`config.mk`:
```
export PLATFORM = sky130hd
export DESIGN_NAME = presc_dual_tap
export DESIGN_NICKNAME = d
export VERILOG_FILES = /design/src/rtl/presc_pkg.sv /design/src/rtl/presc_ctrl_reg.sv /design/src/rtl/presc_counter.sv /design/src/rtl/presc_tap.sv /design/src/rtl/presc_dual_tap.sv
export SDC_FILE = /design/constraint.sdc
export NUM_CORES = 1
export LEC_CHECK = 0
export ABC_AREA = 1
export BUFFER_PORTS_ARGS = -buffer_cell sky130_fd_sc_hd__clkbuf_2
export CORE_ASPECT_RATIO = 0.9
export CORE_UTILIZATION = 29
export CTS_CLUSTER_DIAMETER = 80
export CTS_CLUSTER_SIZE = 40
export DETAILED_ROUTE_END_ITERATION = 10
export PLACE_DENSITY = 0.58
export SYNTH_ARGS = -nofsm -noshare
export SYNTH_HDL_FRONTEND = slang
export SYNTH_HIERARCHICAL = 1
export SYNTH_SLANG_ARGS = --single-unit
```
`constraint.sdc`:
```
create_clock -name clk -period 1.2 [get_ports clk]
set_input_delay 0.18 -clock clk [delete_from_list [all_inputs] [get_ports clk]]
set_output_delay 0.18 -clock clk [all_outputs]
set_load 0.05 [all_outputs]
```
`src/rtl/presc_pkg.sv`:
```
package presc_pkg;
    // Width of one divide-code field.
    localparam int unsigned SEL_W_DEF   = 4;
    // Number of independent strobe taps.
    localparam int unsigned NUM_TAPS_DEF = 2;
    // Width of the host-visible control register.
    localparam int unsigned REG_W_DEF   = 16;
    // The counter must cover the largest code: 2^SEL_W - 1 bits.
    localparam int unsigned CNT_W_DEF   = (1 << SEL_W_DEF) - 1;
    // Byte-lane width of the write port.
    localparam int unsigned LANE_W      = 8;
endpackage

```
`src/rtl/presc_ctrl_reg.sv`:
```
module presc_ctrl_reg
    import presc_pkg::*;
#(
    parameter int unsigned SEL_W    = SEL_W_DEF,
    parameter int unsigned NUM_TAPS = NUM_TAPS_DEF,
    parameter int unsigned REG_W    = REG_W_DEF,
    localparam int unsigned FIELD_W = SEL_W * NUM_TAPS,
    localparam int unsigned LANES   = REG_W / LANE_W
) (
    input  logic               clk,
    input  logic               rst_n,
    input  logic               wr_en,
    input  logic [LANES-1:0]   wr_be,
    input  logic [REG_W-1:0]   wr_data,
    input  logic               busy,
    output logic [FIELD_W-1:0] sel_o,
    output logic [REG_W-1:0]   rd_data
);
    typedef struct packed {
        logic [FIELD_W-1:0] sel;
    } ctrl_state_t;

    ctrl_state_t st_d, st_q;

    // Next-state: only implemented bits are stored; lock while busy.
    always_comb begin
        st_d = st_q;
        if (wr_en && !busy) begin
            for (int i = 0; i < FIELD_W; i++) begin
                if (wr_be[i / LANE_W]) begin
                    st_d.sel[i] = wr_data[i];
                end
            end
        end
    end

    always_ff @(posedge clk or negedge rst_n) begin
        if (!rst_n) begin
            st_q <= '0;
        end else begin
            st_q <= st_d;
        end
    end

    // Unimplemented bits read back as zero.
    always_comb begin
        rd_data = '0;
        rd_data[FIELD_W-1:0] = st_q.sel;
    end

    assign sel_o = st_q.sel;
endmodule

```
`src/rtl/presc_counter.sv`:
```
module presc_counter
    import presc_pkg::*;
#(
    parameter int unsigned CNT_W = CNT_W_DEF
) (
    input  logic             clk,
    input  logic             rst_n,
    output logic [CNT_W-1:0] cnt_o
);
    typedef struct packed {
        logic [CNT_W-1:0] cnt;
    } cnt_state_t;

    cnt_state_t st_d, st_q;

    // Free-running; wraps naturally at 2^CNT_W.
    always_comb begin
        st_d     = st_q;
        st_d.cnt = st_q.cnt + CNT_W'(1);
    end

    always_ff @(posedge clk or negedge rst_n) begin
        if (!rst_n) begin
            st_q <= '0;
        end else begin
            st_q <= st_d;
        end
    end

    assign cnt_o = st_q.cnt;
endmodule

```
`src/rtl/presc_tap.sv`:
```
module presc_tap
    import presc_pkg::*;
#(
    parameter int unsigned SEL_W = SEL_W_DEF,
    parameter int unsigned CNT_W = CNT_W_DEF
) (
    input  logic [SEL_W-1:0] sel_i,
    input  logic [CNT_W-1:0] cnt_i,
    output logic             tick_o
);
    logic [CNT_W-1:0] mask;

    // Thermometer mask of the low sel_i bits; code 0 gives an empty mask,
    // which makes the strobe permanently high.
    always_comb begin
        for (int i = 0; i < CNT_W; i++) begin
            mask[i] = (SEL_W'(i) < sel_i);
        end
    end

    assign tick_o = ((cnt_i & mask) == mask);
endmodule

```
`src/rtl/presc_dual_tap.sv`:
```
module presc_dual_tap
    import presc_pkg::*;
#(
    parameter int unsigned SEL_W    = SEL_W_DEF,
    parameter int unsigned NUM_TAPS = NUM_TAPS_DEF,
    parameter int unsigned REG_W    = REG_W_DEF,
    localparam int unsigned CNT_W   = (1 << SEL_W) - 1,
    localparam int unsigned FIELD_W = SEL_W * NUM_TAPS,
    localparam int unsigned LANES   = REG_W / LANE_W
) (
    input  logic             clk,
    input  logic             rst_n,
    input  logic             wr_en,
    input  logic [LANES-1:0] wr_be,
    input  logic [REG_W-1:0] wr_data,
    input  logic             busy,
    output logic [REG_W-1:0] rd_data,
    output logic             tick0,
    output logic             tick1
);
    logic [FIELD_W-1:0]  sel;
    logic [CNT_W-1:0]    cnt;
    logic [NUM_TAPS-1:0] ticks;

    presc_ctrl_reg #(
        .SEL_W    (SEL_W),
        .NUM_TAPS (NUM_TAPS),
        .REG_W    (REG_W)
    ) i_ctrl (
        .clk     (clk),
        .rst_n   (rst_n),
        .wr_en   (wr_en),
        .wr_be   (wr_be),
        .wr_data (wr_data),
        .busy    (busy),
        .sel_o   (sel),
        .rd_data (rd_data)
    );

    presc_counter #(
        .CNT_W (CNT_W)
    ) i_cnt (
        .clk   (clk),
        .rst_n (rst_n),
        .cnt_o (cnt)
    );

    for (genvar t = 0; t < NUM_TAPS; t++) begin : g_tap
        presc_tap #(
            .SEL_W (SEL_W),
            .CNT_W (CNT_W)
        ) i_tap (
            .sel_i  (sel[t*SEL_W +: SEL_W]),
            .cnt_i  (cnt),
            .tick_o (ticks[t])
        );
    end

    assign tick0 = ticks[0];
    assign tick1 = ticks[NUM_TAPS-1];
endmodule

```
==> results.py, run 1 <==
metrics = {
    "clocking": {
        "htreeDepth": 1,
        "cts-root-buf": "clkbuf_8",
        "cts_sinks": 23,
        "cts_tree": "done",
        "clk_pin_slew_ns": 0.08,
        "clkLatencyLatePin_ns": 0.26,
        "cts_buffers": 3,
        "clockBufferDepth": 2,
    },
    "detailed_routing": {
        "ant_nets": 0,
        "drt_iter0_drc": 79,
        "viasPerCell": 4.356,
        "drc_errors": 1,
        "num_vias": 1603,
        "dr.pass1.iters": 7,
        "drt_wl_total_mm": 4.170,
        "routedWlPerCell_um": 11.33,
    },
    "logic_synthesis": {
        "ys.flop_type": "dfrtp_1",
        "syn_area_per_cell_um2": 6.748,
        "netlist_instances": 252,
        "syn_area_um2": 1700,
        "synth.distinct_cells": 22,
        "yosysSeqAreaShare_pct": 33.85,
        "synth_edf_count": 0,
        "synth_common_cells": "nand2_1 (92), inv_1 (36), dfrtp_1 (23)",
        "yosys.area_share.simple_pct": 42.02,
        "synth-seq-cells": 23,
        "synth_compound_area_share_pct": 2.355,
        "synth.most_common_cell": "nand2_1",
        "synth_warnings": 6,
        "synth.mux.area_fraction_pct": 0,
        "synth_top_area_share_pct": 33.85,
        "ys_async_sr_fraction_pct": 100.0,
        "synth_top_family_by_area": "simple AND/OR/NAND/NOR gates",
        "synth_fa_ha_area_share_pct": 0.7358,
        "yosys-top-cells-area": "dfrtp_1 (34%), nand2_1 (20%), inv_1 (7.9%), buf_4 (7.1%), nand3_1 (4.7%)",
        "synth-xor-area-share_pct": 3.606,
        "yosysTopAreaCell": "dfrtp_1",
    },
    "floorplan": {
        "rows": 26,
        "start_util_pct": 30.04,
        "die_w_um": 82.72,
        "fp.dieH_um": 74.65,
        "dieArea_um2": 6174,
        "design.core.area_um2": 5660,
        "ios": 40,
    },
    "global_route": {
        "grt_max_degree": 15,
        "grt_pass1_vias": 1480,
        "grt_pass1_wl_mm": 6.934,
        "grt_remaining_overflow": 0,
        "antenna_found_initial": 0,
        "track_usage_pct": 14.84,
    },
    "status": {
        "violations": "design-rule violations, negative setup slack",
        "outcome": "finished, violations left",
    },
    "sta": {
        "setup_viol": 8,
        "setup_slack_ns": -0.5156,
        "finalCriticalPeriod_ns": 1.716,
        "whs_ns": 0.1480,
        "finalMaxSlewViolations": 0,
        "finalCritPeriodShare_pct": 143.0,
        "rsz0062_at_grt": "yes",
        "skew_ns": 0.0007022,
        "hold_violations": 0,
        "max_freq_mhz": 582.9,
    },
    "setup_path": {
        "required_ns": 1.02,
        "critPathKind": "reg2out",
        "crit_fanout": 6,
        "critPathLaunchType": "flop",
        "critPathArrivalTime_ns": 1.54,
        "endpoint_kind": "output pin",
    },
    "placement": {
        "port_buffers": 22,
        "dpl_cell_area_um2": 2002,
        "place_hpwl_mm": 3.016,
        "gp_congestion": 0.8446,
    },
    "flow_run": {
        "cap_violations": 0,
    },
    "power_and_ir_drop": {
        "peakVddDrop_mv": 0.4899,
        "p_leak_nw": 1.223,
        "powerDensity_nw_per_um2": 999.2,
    },
    "cells_and_area": {
        "drive_above_1_share_pct": 33.89,
        "syn_to_final_growth_pct": 41.21,
        "n_antenna_cell": 0,
        "num-nets-final": 322,
        "ff_latch_area_um2": 588.1,
        "postLayoutCellArea_um2": 2401,
        "multi_input_area_um2": 979.7,
        "nFillCells": 596,
    },
    "hold_path": {
        "hold_class": "in2reg",
    },
}
## area by class of cell
| cell class | count | share of cell area, % |
|---|---|---|
| clock buffer | 4 | 1.876 |
| inverter | 40 | 6.357 |
| multi-input combinational | 178 | 40.80 |
| sequential | 23 | 24.49 |
| tap | 70 | 3.648 |
| timing repair buffer | 53 | 22.82 |
## sequential cells by signal (all words and copies together), names as in the netlist
register,cells
i_cnt/cnt_o,15
i_ctrl/sel_o,8
## layout by cell type, fill, tap and decap left out, drive strengths merged
cell / instances
and2: 2
or2: 2
ha: 1
nand3: 19
nand4: 12
conb: 8
o21bai: 4
inv: 40
buf: 35
xor2: 3
xnor2: 4
o21ai: 2
nor2: 26
clkbuf: 21
dlygate4sd3: 1
nand2: 95
dfrtp: 23
## kinds of logic after synthesis
| kind of cell | count (synthesis) |
|---|---|
| AO/OA/AOI/OAI | 6 |
| XOR/XNOR | 7 |
| adder cells (fa/ha/maj) | 1 |
| buffers and inverters | 58 |
| flip-flops | 23 |
| other | 1 |
| AND/OR/NAND/NOR | 156 |
## worst paths after layout
| check | from | cells past startpoint | end | slack, ns |
|---|---|---|---|---|
| max | i_ctrl/sel_o[3] | 7 | tick0 | -0.52 |
| min | wr_data[2] | 3 | i_ctrl/sel_o[2] | 0.15 |
| max reg2reg | i_cnt/cnt_o[1] | 7 | i_cnt/cnt_o[14] | -0.03 |
| min reg2reg | i_cnt/cnt_o[0] | 1 | i_cnt/cnt_o[0] | 0.54 |
| max in group asynchronous | rst_n | 3 | i_cnt/cnt_o[6] | 0.38 |
| min in group asynchronous | rst_n | 2 | i_cnt/cnt_o[1] | 0.37 |
## worst max-delay path, stage by stage, from the launching register on
cell and delay (ns):
dfrtp_2 0.46, nor2_4 0.18, nor2_2 0.04, and2_0 0.14, nor2_1 0.10, nand2_1 0.10, nor2_4 0.10, buf_8 0.15
## metrics by stage
step / setup WS (ns) / util, % / cells / total power, mW / setup TNS, ns
CTS: -0.5256 / 39.74 / 365 / 2.375 / -1.582
global placement: -0.3133 / 35.37 / 357 / 1.686 / -0.6742
detailed placement: -0.3168 / 35.37 / 357 / 1.691 / -0.6921
global route: -0.6196 / 42.42 / 368 / 2.547 / -1.919
floorplan: -0.3844 / - / 259 / 1.585 / -0.7688
finish: -0.5156 / 42.42 / 368 / 2.399 / -1.313
## per-layer routing
layer / GRT usage [%] / up-vias / wire length [µm]
met4: 4.598 / 0 / 65
met1: 22.03 / 708 / 1982
met2: 22.31 / 48 / 1918
met3: 1.939 / 10 / 204
met5: 0 / - / 0
li1: - / 837 / -
## timing repair
item,in CTS,in global routing
pin swaps,1,9
hold buffers,1,0
setup buffers,5,9
endpoints found under the hold margin,12,0
endpoints found under the setup margin,14,20
resized for setup,33,37
## where the power goes
group	switching (mW)	total, mW	leakage (nW)	internal [mW]
logic	0.554	0.990	0.917	0.436
registers	0.0956	0.921	0.283	0.826
clock network	0.251	0.488	0.0228	0.237
total	0.900	2.40	1.22	1.50
No activity file was read; power rests on OpenSTA's default activity.
==> run 2, diff against run 1 <==
--- a/config.mk
+++ b/config.mk
@@ -12,7 +12,9 @@
 export CTS_CLUSTER_DIAMETER = 80
 export CTS_CLUSTER_SIZE = 40
 export DETAILED_ROUTE_END_ITERATION = 10
+export GPL_ROUTABILITY_DRIVEN = 0
 export PLACE_DENSITY = 0.58
+export SETUP_SLACK_MARGIN = 0.2
 export SYNTH_ARGS = -nofsm -noshare
 export SYNTH_HDL_FRONTEND = slang
 export SYNTH_HIERARCHICAL = 1
==> run 2 against run 1 <==
- the run ends with negative setup slack left
- maximum frequency shrank 1.1%
- sequential power increased by 1%
- sequential share of layout area shrank 1.8 points
- design area is 8.2% higher
- wire length increased by 2.3%
- register-to-register slack worse by 0.20 ns
- clock power barely moved
- critical path type unchanged
- critical endpoint unchanged
- largest power group unchanged
==> results.py, run 2 (synthesis gave the netlist of run 1 again) <==
metrics = {
    "setup_path": {
        "crit_slowest_cell": "dfrtp_2",
        "crit_fanout": 6,
        "cpLargestDelayFamily": "simple AND/OR/NAND/NOR gates",
        "crit_path_max_incr_delay_ns": 0.47,
        "endpoint_kind": "output pin",
        "path_cells": "nor2_4 > nor2_2 > and2_0 > nor2_1 > nand2_1 > nor2_4 > buf_12",
        "crit_buf_inv": 1,
        "critPathKind": "reg2out",
        "critPathArrivalTime_ns": 1.55,
        "critPathLaunchType": "flop",
        "crit_top_cell": "nor2_4",
        "required_ns": 1.02,
    },
    "floorplan": {
        "design.core.area_um2": 5660,
        "start_util_pct": 30.04,
        "rows": 26,
        "fp.dieH_um": 74.65,
        "ios": 40,
        "die_w_um": 82.72,
        "dieArea_um2": 6174,
    },
    "cells_and_area": {
        "num-nets-final": 331,
        "syn_to_final_growth_pct": 52.76,
        "n_antenna_cell": 0,
        "nFillCells": 540,
        "largest_register_ff_count": 15,
        "drive_above_1_share_pct": 40.72,
        "most-common-layout-cells": "nand2_1 (85), inv_1 (34), buf_6 (23)",
        "ff_latch_area_um2": 589.3,
        "multi_input_area_um2": 1049,
        "final_common_cell": "nand2_1",
    },
    "sta": {
        "skew_ns": 0.009747,
        "finalCriticalPeriod_ns": 1.735,
        "setup_viol": 20,
        "max_freq_mhz": 576.5,
        "rsz0062_at_grt": "yes",
        "finalMaxSlewViolations": 0,
        "setup_slack_ns": -0.5347,
        "finalCritPeriodShare_pct": 144.6,
        "hold_violations": 0,
        "setup_tns_ns": -3.584,
    },
    "clocking": {
        "htreeDepth": 1,
        "cts-root-buf": "clkbuf_8",
        "cts_sinks": 23,
        "cts_tree": "done",
        "clkLatencyLatePin_ns": 0.27,
        "cts_buffers": 3,
        "clk_pin_slew_ns": 0.08,
        "clockBufferDepth": 2,
    },
    "global_route": {
        "grt_max_degree": 24,
        "antenna_found_initial": 0,
        "grt_remaining_overflow": 0,
        "track_usage_pct": 15.45,
        "grt_pass1_vias": 1585,
        "use_met2_pct": 25.59,
        "grtUsageMet1_pct": 21.62,
        "grt_use_met3_pct": 1.091,
        "busiest_layer": "met2",
        "grt_pass1_wl_mm": 7.182,
    },
    "placement": {
        "place_hpwl_mm": 3.048,
        "port_buffers": 22,
        "dpl_worst_slack_ns": -0.2265,
    },
    "status": {
        "outcome": "finished, violations left",
        "violations": "negative setup slack",
    },
    "detailed_routing": {
        "drc_errors": 0,
        "num_vias": 1644,
        "routedWlPerCell_um": 11.32,
        "drt_iter0_drc": 92,
        "drt_wl_total_mm": 4.267,
        "viasPerCell": 4.361,
        "dr.pass1.iters": 4,
        "ant_nets": 0,
    },
    "power_and_ir_drop": {
        "powerDensity_nw_per_um2": 930.1,
        "p_leak_nw": 1.358,
        "peakVddDrop_mv": 0.7110,
    },
    "hold_path": {
        "hold_class": "in2reg",
    },
    "flow_run": {
        "cap_violations": 0,
    },
}
## run 2: cell count changes in the layout (fill, tap and decap cells not counted), sizes merged
cell	previous run	this run
buf	35	43
clkbuf	21	22
## run 2: layout make-up
class	instances	share of cell area [%]
multi-input cells	178	40.37
repair buffers	62	25.77
flip-flops and latches	23	22.69
inverters	40	6.069
well taps	70	3.372
clock buffers	4	1.734
## run 2: path summary, 6_finish.rpt
kind	from	endpoint	slack, ns	depth (start not counted)
min in group asynchronous	rst_n	i_cnt/cnt_o[11]	0.42	3
max	i_ctrl/sel_o[2]	tick0	-0.53	7
min reg2reg	i_cnt/cnt_o[1]	i_cnt/cnt_o[1]	0.58	1
max reg2reg	i_cnt/cnt_o[0]	i_cnt/cnt_o[5]	-0.23	8
max in group asynchronous	rst_n	i_ctrl/sel_o[2]	0.52	3
min	wr_data[7]	i_ctrl/sel_o[7]	0.15	3
## run 2: timing repair
action / in CTS / in global routing
endpoints found under the setup margin: 23 / 25
buffers inserted: 13 / 2
pin swaps: 11 / 7
hold buffers: 1 / 0
hold endpoints to repair: 23 / 0
gates resized for setup: 62 / 21
cloned: 0 / 0
## run 2: power breakdown
group          internal (mW)  leakage, nW  total [mW]  switching [mW]
combinational          0.439         1.05       0.994           0.554
sequential             0.826        0.282       0.931           0.105
clock                  0.237       0.0228       0.491           0.254
total                   1.50         1.36        2.42           0.913
## run 2: worst min-delay path, delay by kind of cell
| kind | cells | cell delay [ns] |
|---|---|---|
| simple gates | 2 | 0.13 |
| buf+inv | 1 | 0.08 |
## run 2: stage by stage
step	power (mW)	cell area [µm²]	instances	utilization (%)	hold slack, ns
floorplan	1.585	1827	259	-	-0.1156
global placement	1.685	2069	357	36.56	0.1900
detailed placement	1.688	2069	357	36.56	0.1901
CTS	2.376	2506	375	44.28	0.1469
global route	2.546	2597	377	45.89	0.1542
finish	2.416	2597	377	45.89	0.1522
## run 2: per-layer routing
| layer | wire, µm | share of wire [%] | vias up |
|---|---|---|---|
| met5 | 0 | 0 | - |
| met1 | 2141 | 50 | 757 |
| li1 | - | - | 859 |
| met2 | 1966 | 46 | 23 |
| met3 | 109 | 2.6 | 5 |
| met4 | 50 | 1.2 | 0 |
==> run 3, diff against run 2 <==
--- a/config.mk
+++ b/config.mk
@@ -8,6 +8,7 @@
 export ABC_AREA = 1
 export BUFFER_PORTS_ARGS = -buffer_cell sky130_fd_sc_hd__clkbuf_2
 export CORE_ASPECT_RATIO = 0.9
+export CORE_MARGIN = 8
 export CORE_UTILIZATION = 29
 export CTS_CLUSTER_DIAMETER = 80
 export CTS_CLUSTER_SIZE = 40
==> constraint.sdc (replaced) <==
create_clock -name clk -period 1.5 [get_ports clk]
set_input_delay 0.225 -clock clk [delete_from_list [all_inputs] [get_ports clk]]
set_output_delay 0.225 -clock clk [all_outputs]
set_load 0.05 [all_outputs]
==> run 3 against run 2 <==
- the flow still finishes with violations (negative setup slack)
- design area shrank 20%
- sequential power shrank 20%
- clock power shrank 19%
- worst hold slack gained 0.034 ns
- die area grew 39%
- wire length shrank 6.8%
- sequential share of layout area grew 5.7 points
- total power shrank 25%
- critical path type unchanged
==> results.py, run 3 (synthesis gave the netlist of run 1 again) <==
metrics = {
    "status": {
        "outcome": "finished, violations left",
        "violations": "negative setup slack",
    },
    "cells_and_area": {
        "final_common_cell": "nand2_1",
        "n_antenna_cell": 0,
        "nFillCells": 632,
        "drive_above_1_share_pct": 28.06,
        "postLayoutCellArea_um2": 2068,
        "largest_register_ff_count": 15,
        "num-nets-final": 302,
        "syn_to_final_growth_pct": 21.63,
        "final_core_util_pct": 36.54,
        "most-common-layout-cells": "nand2_1 (90), inv_1 (35), nand3_1 (15)",
        "final_cells": 348,
    },
    "power_and_ir_drop": {
        "peakVddDrop_mv": 0.5949,
        "switching_share_pct": 39.58,
        "p_switching_mw": 0.7146,
        "comb_power_share_pct": 36.9,
        "powerDensity_nw_per_um2": 873.1,
        "p_int_mw": 1.091,
        "p_leak_nw": 1.084,
        "p_clk_share_pct": 22.0,
        "power_frac_seq_pct": 41.1,
    },
    "setup_path": {
        "required_ns": 1.27,
        "critPathKind": "reg2out",
        "critPathLaunchType": "flop",
        "path_cells": "nor2_4 > nand2_1 > nand2_1 > nand2_1 > nor2_2 > nand2_2 > nor2_4 > buf_12",
        "crit_buf_inv": 1,
        "crit_path_max_incr_delay_ns": 0.47,
        "critPathArrivalTime_ns": 1.53,
        "crit_slowest_cell": "dfrtp_2",
        "endpoint_kind": "output pin",
        "crit_fanout": 6,
        "crit_top_cell": "nand2_1",
        "cpLargestDelayFamily": "simple AND/OR/NAND/NOR gates",
    },
    "placement": {
        "port_buffers": 22,
        "placed_cells": 336,
        "dpl_cell_area_um2": 1874,
        "dpl_worst_slack_ns": 0.02912,
        "place_hpwl_mm": 2.986,
    },
    "global_route": {
        "grt_pass1_wl_mm": 6.955,
        "track_usage_pct": 9.729,
        "antenna_found_initial": 0,
        "grt_pass1_vias": 1444,
        "grt_max_degree": 24,
        "grt_remaining_overflow": 0,
    },
    "detailed_routing": {
        "num_vias": 1514,
        "routedWlPerCell_um": 11.43,
        "drc_errors": 0,
        "drt_iter0_drc": 52,
        "drt_wl_total_mm": 3.978,
        "ant_nets": 0,
        "viasPerCell": 4.351,
        "dr.pass1.iters": 4,
    },
    "clocking": {
        "cts-root-buf": "clkbuf_8",
        "htreeDepth": 1,
        "cts_buffers": 3,
        "clk_pin_slew_ns": 0.08,
        "cts_tree": "done",
        "clockBufferDepth": 2,
        "cts_sinks": 23,
        "clkLatencyLatePin_ns": 0.27,
    },
    "sta": {
        "slew_headroom_pct": 58.80,
        "setup_tns_ns": -0.5029,
        "max_freq_mhz": 570.2,
        "setup_slack_ns": -0.2538,
        "finalMaxSlewViolations": 0,
        "worst_slew_pin_slew_ns": 0.6180,
        "finalCritPeriodShare_pct": 116.9,
        "finalCriticalPeriod_ns": 1.754,
        "setup_viol": 2,
        "hold_violations": 0,
        "skew_ns": 0.002335,
        "rsz0062_at_grt": "yes",
    },
    "flow_run": {
        "cap_violations": 0,
    },
    "hold_path": {
        "hold_class": "in2reg",
    },
    "floorplan": {
        "dieArea_um2": 8573,
        "die_w_um": 96.72,
        "rows": 26,
        "fp.dieH_um": 88.65,
        "ios": 40,
        "start_util_pct": 30.04,
        "design.core.area_um2": 5660,
    },
}
run 3: timing repair:
item	4_1_cts	5_1_grt
hold buffers	1	0
setup buffers	4	3
pin swaps	0	1
endpoints found under the hold margin	23	0
setup endpoints to repair	2	14
resized for setup	10	22
run 3: worst min-delay path: cells and delay by family:
kind                   cells  cell delay (ns)
AND/OR/NAND/NOR            2             0.13
buffers and inverters      1             0.08
run 3: power groups by stage:
stage	logic [mW]	registers [mW]	clock network (mW)
floorplan	0.443	0.825	0
global placement	0.552	0.753	0
detailed placement	0.555	0.754	0
CTS	0.622	0.742	0.418
global route	0.734	0.752	0.448
finish	0.666	0.742	0.398
run 3: per-stage QoR:
stage,power [mW],hold slack [ns]
6_report,1.806,0.1864
5_1_grt,1.934,0.1906
4_1_cts,1.782,0.1848
3_5_place_dp,1.309,0.2716
3_3_place_gp,1.305,0.2637
2_1_floorplan,1.268,-0.07059
run 3: worst paths after layout:
| check | startpoint | to | slack (ns) | cells past startpoint |
|---|---|---|---|---|
| min reg2reg | i_cnt/cnt_o[0] | i_cnt/cnt_o[0] | 0.50 | 1 |
| max | i_ctrl/sel_o[7] | tick1 | -0.25 | 8 |
| max reg2reg | i_cnt/cnt_o[0] | i_cnt/cnt_o[12] | 0.30 | 6 |
| min | wr_data[6] | i_ctrl/sel_o[6] | 0.19 | 3 |
| min in group asynchronous | rst_n | i_cnt/cnt_o[7] | 0.50 | 2 |
| max in group asynchronous | rst_n | i_ctrl/sel_o[6] | 0.56 | 2 |
run 3: area by class of cell:
cell class | instances | area (µm²) | share of cell area [%]
Multi-Input combinational cell | 178 | 918.4 | 44.40
Sequential cell | 23 | 588.1 | 28.43
Timing Repair Buffer | 33 | 277.8 | 13.43
Inverter | 40 | 150.1 | 7.260
Tap cell | 70 | 87.58 | 4.235
Clock buffer | 3 | 41.29 | 1.996
Clock inverter | 1 | 5.005 | 0.2420
run 3: per-layer routing:
layer | part of all wire [%] | up-vias | GRT usage (%)
li1 | - | 801 | -
met1 | 48 | 684 | 12.32
met2 | 47 | 25 | 16.22
met3 | 4.2 | 4 | 1.874
met4 | 1.0 | 0 | 3.347
met5 | 0 | - | 0
